===== src/rtl/sqx_pkg.sv =====
package sqx_pkg;

  typedef enum logic [1:0] {
    ST_RUN    = 2'd0,
    ST_COMMIT = 2'd1,
    ST_DROP   = 2'd2
  } sqx_state_e;

  // Successor of a ring slot, wrapping at the slot count.
  function automatic int unsigned ring_next(input int unsigned idx, input int unsigned slots);
    return (idx + 1 == slots) ? 0 : idx + 1;
  endfunction

  // Message length rule for the frame payload limit.
  function automatic logic len_too_big(input int unsigned len, input int unsigned limit);
    return len > limit;
  endfunction

endpackage


===== src/rtl/sqx_ring_track.sv =====
module sqx_ring_track #(
  parameter int RING_SLOTS = 8,
  parameter int IW = 3
) (
  input  logic          clk,
  input  logic          rst_n,
  input  logic          alloc,
  input  logic          free,
  output logic [IW-1:0] head,
  output logic          full
);
  import sqx_pkg::*;

  localparam bit POW2 = (RING_SLOTS == (1 << IW));

  logic [IW:0]   count_q;
  logic [IW-1:0] head_q;
  logic [IW-1:0] head_n;

  generate
    if (POW2) begin : g_pow2
      assign head_n = head_q + 1'b1;
    end else begin : g_wrap
      assign head_n = IW'(ring_next(32'(head_q), RING_SLOTS));
    end
  endgenerate

  always_ff @(posedge clk) begin
    if (!rst_n) begin
      head_q  <= '0;
      count_q <= '0;
    end else begin
      if (alloc) head_q <= head_n;
      count_q <= count_q + (IW+1)'(alloc) - (IW+1)'(free);
    end
  end

  assign head = head_q;
  assign full = (32'(count_q) == RING_SLOTS);
endmodule


===== src/rtl/sqx_seq.sv =====
module sqx_seq #(
  parameter int AW = 32,
  parameter int LENW = 16,
  parameter int IW = 3,
  parameter int MAX_PAYLOAD = 1500
) (
  input  logic            clk,
  input  logic            rst_n,
  input  logic            sq_valid,
  output logic            sq_ready,
  input  logic            sq_first,
  input  logic            sq_last,
  input  logic [LENW-1:0] sq_msg_len,
  input  logic [AW-1:0]   sq_hdr_ptr,
  input  logic [AW-1:0]   sq_buf_ptr,
  input  logic [LENW-1:0] sq_buf_len,
  input  logic            full,
  input  logic [IW-1:0]   head,
  output logic            alloc,
  output logic            dropping,
  output logic            desc_we,
  output logic [IW-1:0]   desc_idx,
  output logic            desc_own,
  output logic            desc_first,
  output logic            desc_last,
  output logic [LENW-1:0] desc_len,
  output logic [AW-1:0]   desc_ptr1,
  output logic [AW-1:0]   desc_ptr2,
  output logic            tx_poll,
  output logic            drop_pulse
);
  import sqx_pkg::*;

  sqx_state_e      state_q;
  logic            in_frame_q, dirty_q;
  logic [IW-1:0]   f_idx_q;
  logic [AW-1:0]   f_hdr_q, f_buf_q;
  logic [LENW-1:0] f_len_q;

  // Named events used by the sequencer and the checker.
  logic take, too_big, start_ok, start_drop, chain_beat, batch_done;

  assign sq_ready   = (state_q == ST_DROP) || (state_q == ST_RUN && !full);
  assign take       = sq_valid && sq_ready;
  assign too_big    = len_too_big(32'(sq_msg_len), MAX_PAYLOAD);
  assign start_ok   = take && state_q == ST_RUN && sq_first && !too_big;
  assign start_drop = take && state_q == ST_RUN && sq_first && too_big;
  assign chain_beat = take && state_q == ST_RUN && !sq_first && in_frame_q;
  assign batch_done = state_q == ST_RUN && !sq_valid && !in_frame_q && dirty_q;
  assign alloc      = start_ok || chain_beat;
  assign dropping   = state_q == ST_DROP;

  always_ff @(posedge clk) begin
    if (!rst_n) begin
      state_q    <= ST_RUN;
      in_frame_q <= 1'b0;
      dirty_q    <= 1'b0;
      f_idx_q    <= '0;
      f_hdr_q    <= '0;
      f_buf_q    <= '0;
      f_len_q    <= '0;
      desc_we    <= 1'b0;
      desc_idx   <= '0;
      desc_own   <= 1'b0;
      desc_first <= 1'b0;
      desc_last  <= 1'b0;
      desc_len   <= '0;
      desc_ptr1  <= '0;
      desc_ptr2  <= '0;
      tx_poll    <= 1'b0;
      drop_pulse <= 1'b0;
    end else begin
      desc_we    <= 1'b0;
      tx_poll    <= 1'b0;
      drop_pulse <= 1'b0;
      unique case (state_q)
        ST_RUN: begin
          if (start_ok) begin
            desc_we    <= 1'b1;
            desc_idx   <= head;
            desc_own   <= sq_last;
            desc_first <= 1'b1;
            desc_last  <= sq_last;
            desc_len   <= sq_buf_len;
            desc_ptr1  <= sq_hdr_ptr;
            desc_ptr2  <= sq_buf_ptr;
            f_idx_q    <= head;
            f_hdr_q    <= sq_hdr_ptr;
            f_buf_q    <= sq_buf_ptr;
            f_len_q    <= sq_buf_len;
            in_frame_q <= !sq_last;
            if (sq_last) dirty_q <= 1'b1;
          end else if (start_drop) begin
            drop_pulse <= 1'b1;
            in_frame_q <= 1'b0;
            if (!sq_last) state_q <= ST_DROP;
          end else if (chain_beat) begin
            desc_we    <= 1'b1;
            desc_idx   <= head;
            desc_own   <= 1'b1;
            desc_first <= 1'b0;
            desc_last  <= sq_last;
            desc_len   <= sq_buf_len;
            desc_ptr1  <= sq_buf_ptr;
            desc_ptr2  <= '0;
            if (sq_last) begin
              in_frame_q <= 1'b0;
              state_q    <= ST_COMMIT;
            end
          end else if (batch_done) begin
            tx_poll <= 1'b1;
            dirty_q <= 1'b0;
          end
        end
        ST_COMMIT: begin
          desc_we    <= 1'b1;
          desc_idx   <= f_idx_q;
          desc_own   <= 1'b1;
          desc_first <= 1'b1;
          desc_last  <= 1'b0;
          desc_len   <= f_len_q;
          desc_ptr1  <= f_hdr_q;
          desc_ptr2  <= f_buf_q;
          dirty_q    <= 1'b1;
          state_q    <= ST_RUN;
        end
        ST_DROP: begin
          if (take && sq_last) state_q <= ST_RUN;
        end
        default: state_q <= ST_RUN;
      endcase
    end
  end
endmodule


===== src/rtl/sq_ring_xlate.sv =====
module sq_ring_xlate #(
  parameter int AW = 32,
  parameter int LENW = 16,
  parameter int RING_SLOTS = 8,
  parameter int MAX_PAYLOAD = 1500,
  localparam int IW = (RING_SLOTS > 1) ? $clog2(RING_SLOTS) : 1
) (
  input  logic            clk,
  input  logic            rst_n,
  input  logic            sq_valid,
  output logic            sq_ready,
  input  logic            sq_first,
  input  logic            sq_last,
  input  logic [LENW-1:0] sq_msg_len,
  input  logic [AW-1:0]   sq_hdr_ptr,
  input  logic [AW-1:0]   sq_buf_ptr,
  input  logic [LENW-1:0] sq_buf_len,
  input  logic            dma_free,
  output logic            desc_we,
  output logic [IW-1:0]   desc_idx,
  output logic            desc_own,
  output logic            desc_first,
  output logic            desc_last,
  output logic [LENW-1:0] desc_len,
  output logic [AW-1:0]   desc_ptr1,
  output logic [AW-1:0]   desc_ptr2,
  output logic            tx_poll,
  output logic            drop_pulse
);
  logic          alloc_w;
  logic          full_w;
  logic          drop_w;
  logic [IW-1:0] head_w;

  sqx_ring_track #(.RING_SLOTS(RING_SLOTS), .IW(IW)) u_track (
    .clk(clk), .rst_n(rst_n), .alloc(alloc_w), .free(dma_free),
    .head(head_w), .full(full_w)
  );

  sqx_seq #(.AW(AW), .LENW(LENW), .IW(IW), .MAX_PAYLOAD(MAX_PAYLOAD)) u_seq (
    .clk(clk), .rst_n(rst_n),
    .sq_valid(sq_valid), .sq_ready(sq_ready), .sq_first(sq_first), .sq_last(sq_last),
    .sq_msg_len(sq_msg_len), .sq_hdr_ptr(sq_hdr_ptr), .sq_buf_ptr(sq_buf_ptr),
    .sq_buf_len(sq_buf_len), .full(full_w), .head(head_w), .alloc(alloc_w),
    .dropping(drop_w), .desc_we(desc_we), .desc_idx(desc_idx), .desc_own(desc_own),
    .desc_first(desc_first), .desc_last(desc_last), .desc_len(desc_len),
    .desc_ptr1(desc_ptr1), .desc_ptr2(desc_ptr2), .tx_poll(tx_poll),
    .drop_pulse(drop_pulse)
  );
endmodule


===== config.mk =====
export PLATFORM = sky130hd
export DESIGN_NAME = sq_ring_xlate
export DESIGN_NICKNAME = d
export VERILOG_FILES = /design/src/rtl/sqx_pkg.sv /design/src/rtl/sqx_ring_track.sv /design/src/rtl/sqx_seq.sv /design/src/rtl/sq_ring_xlate.sv
export SDC_FILE = /design/constraint.sdc
export NUM_CORES = 1
export LEC_CHECK = 0
export BUFFER_PORTS_ARGS = -buffer_cell sky130_fd_sc_hd__buf_2
export CAP_MARGIN = 20
export CORE_MARGIN = 4
export CORE_UTILIZATION = 57
export DETAILED_ROUTE_END_ITERATION = 8
export GPL_TIMING_DRIVEN = 1
export PLACE_DENSITY = 0.86
export SYNTH_ARGS = -nofsm -noshare
export SYNTH_HDL_FRONTEND = slang
export SYNTH_HIERARCHICAL = 1
export SYNTH_SLANG_ARGS = --single-unit

===== constraint.sdc =====
create_clock -name clk -period 5.85 [get_ports clk]
set_input_delay 0.8775 -clock clk [delete_from_list [all_inputs] [get_ports clk]]
set_output_delay 0.8775 -clock clk [all_outputs]
set_load 0.02 [all_outputs]

==> metrics.txt <==
initial antenna violation count 0; Reg clk slew, reported paths 0.06 ns; Final Wtd Congestion 0.808; number of buffers and inverters on the critical path 2; Boundary Pins 192; crit-path cells inv_1 -> ha_1 -> and3_1 -> nor4b_4 -> and2_1 -> o211ai_1 -> buf_4 -> a21boi_4 -> nor2_1 -> a311oi_1; outcome complete, no violations; Top Family by Delay on Critical Path compound AO/OA/AOI/OAI gates; worst-case reg-to-reg path depth 10; Setup Fix Bufs, Post-CTS 0; DRT Pass-1 Iters 5; post-DP HPWL 12.2 mm; Die ar. 15,100 µm²; root buf cell clkbuf_16; Yosys Warn Count 6; Core ar. 12,800 µm²; hold buffers post-CTS 0; worst slew pin tran 1.03 ns; CP max FO 56; count of final setup violators 0; Max Clk Rate 302 MHz; RSZ-0062 raised after global routing no; largest net degree at the start of global routing 98; Min-Delay Path Class reg2reg; clock sinks 183; PwrDens 290 nW/µm²; CTS Buf Count 17; CTS resizes 0; Iter 0 DRT Violations 626; CP Class reg2reg; final hold violations 0; FF-to-FF Start u_track/count_q[2]; # DRC 0; Worst Hold Path EP u_seq/f_hdr_q[6]; Initial Util 0.589; WP data required 6.16 ns; Die X 123 µm; arrival time at the worst endpoint 3.63 ns; period utilization 0.566; FF-to-FF End u_seq/desc_len[14]; hold path start u_seq/f_hdr_q[6]; ANT cells 0; Via-to-Cell Ratio 5.62; Clock Skews 0.00962 ns; Syn Nets 1,036; CTS tree yes; DRT Wirelength 19.7 mm; Core Rows 41; Leakage 3.58 nW; via count 7,034; IO buf count 191; Max Cap Viol 0; crit path capture type register; Mapped Cells 927; NumNets Final 1,178; chip height 123 µm; CTS max path bufs 2; layout cell share with drive strength beyond 1 0.222; crit path launch type register; sequential cell area 3660 µm²; total global-route track usage 0.254; Area Growth Syn to Fin 20.0%; footprint of the multi-input gates 3490 µm²; slowest cell on the critical path a21boi_4; DP Area 8410 µm²; clock period minus worst slack 3.31 ns; drt wl/cell 15.7 µm; Post-Route Setup TNS 0 ns; Worst IR Drop VDD 191 µV; grt ovf 0; Max H-tree Level 4; worst skew pair latency 0.42 ns; Routed Antenna Nets 0; Netlist Area Pre-Place 7520 µm²; hold depth 2; max-slew violations 0; Final Cell Area 9020 µm²; vias in the first global route 6,418; crit-path max cell delay 0.87 ns; first-pass GRT wire length 30.9 mm; max_slew headroom 0.308; Reg2Reg Setup Slack 2.54 ns; Syn Area/Cell 8.11 µm²; fill count 1,002
registers in the layout, summed over array words and instances (netlist names):
signal and count:
u_track/head 3, u_track/count_q 4, u_seq/in_frame_q 1, u_seq/desc_ptr2 32, u_seq/dirty_q 1, u_seq/desc_own 1, u_seq/drop_pulse 1, u_seq/desc_idx 3
u_seq/tx_poll 1, u_seq/desc_first 1, u_seq/desc_ptr1 32, u_seq/f_len_q 16, u_seq/f_buf_q 32, u_seq/desc_len 16, u_seq/state_q 2, u_seq/f_hdr_q 32
u_seq/desc_we 1, u_seq/desc_last 1, u_seq/f_idx_q 3
where the power goes:
group	switching [mW]	leakage (nW)	internal (mW)
clock network	0.468	0.279	0.628
logic	0.136	1.82	0.0977
registers	0.0129	1.48	1.27
how the worst max path moves through the flow:
stage | from | endpoint | slack [ns] | cells after the start
detailed placement | sq_msg_len[9] | u_seq/desc_ptr2[23] | 2.15 | 8
finish | u_track/count_q[2] | u_seq/desc_len[14] | 2.54 | 10
global route | u_track/count_q[2] | u_seq/desc_len[14] | 2.24 | 10
floorplan | sq_msg_len[14] | u_track/count_q[2] | 2.52 | 12
global placement | sq_msg_len[9] | u_seq/desc_ptr2[8] | 2.23 | 8
CTS | u_track/count_q[2] | u_seq/desc_len[14] | 2.52 | 10
layout by cell type, fill, tap and decap left out, types with 4 or more instances in the layout:
cell type,instances
a31oi_1,33
nand2_1,280
clkbuf_16,17
a211oi_1,32
o21ai_0,33
a21oi_1,80
buf_2,191
ha_1,6
and2_1,37
nor2_1,20
a21boi_0,6
nand3_1,36
inv_1,7
o31ai_1,32
a311oi_1,18
dfxtp_1,183
buf_4,7
clkbuf_8,4
worst min-delay path, stage by stage, from the launching register on:
cell,delay [ns]
dfxtp_1,0.31
nand2_1,0.05
a21oi_1,0.05
routing by layer:
metal,vias up,share of wire,global-route usage
met4,0,0.017,0.0875
met1,3286,0.43,0.324
met3,26,0.080,0.0788
li1,3476,-,-
met5,-,0,0
met2,246,0.48,0.410
area by class of cell:
cell class,instances,share of cell area
sequential,183,0.406
multi-input combinational,659,0.387
timing repair buffer,200,0.117
clock buffer,23,0.0541
tap,172,0.0239
clock inverter,7,0.00791
inverter,8,0.00361
per-stage QoR:
| stage | utilization | total power, mW | cells | hold slack (ns) | setup slack [ns] |
|---|---|---|---|---|---|
| finish | 0.706 | 2.61 | 1252 | 0.446 | 2.54 |
| global route | 0.706 | 2.71 | 1252 | 0.460 | 2.24 |
| CTS | 0.702 | 2.62 | 1250 | 0.449 | 2.52 |
| detailed placement | 0.659 | 1.54 | 1220 | 0.440 | 2.15 |
| global placement | 0.659 | 1.54 | 1220 | 0.434 | 2.23 |
| floorplan | - | 1.46 | 927 | 0.429 | 2.52 |
Note: power is estimated with default switching activity, not from simulation.
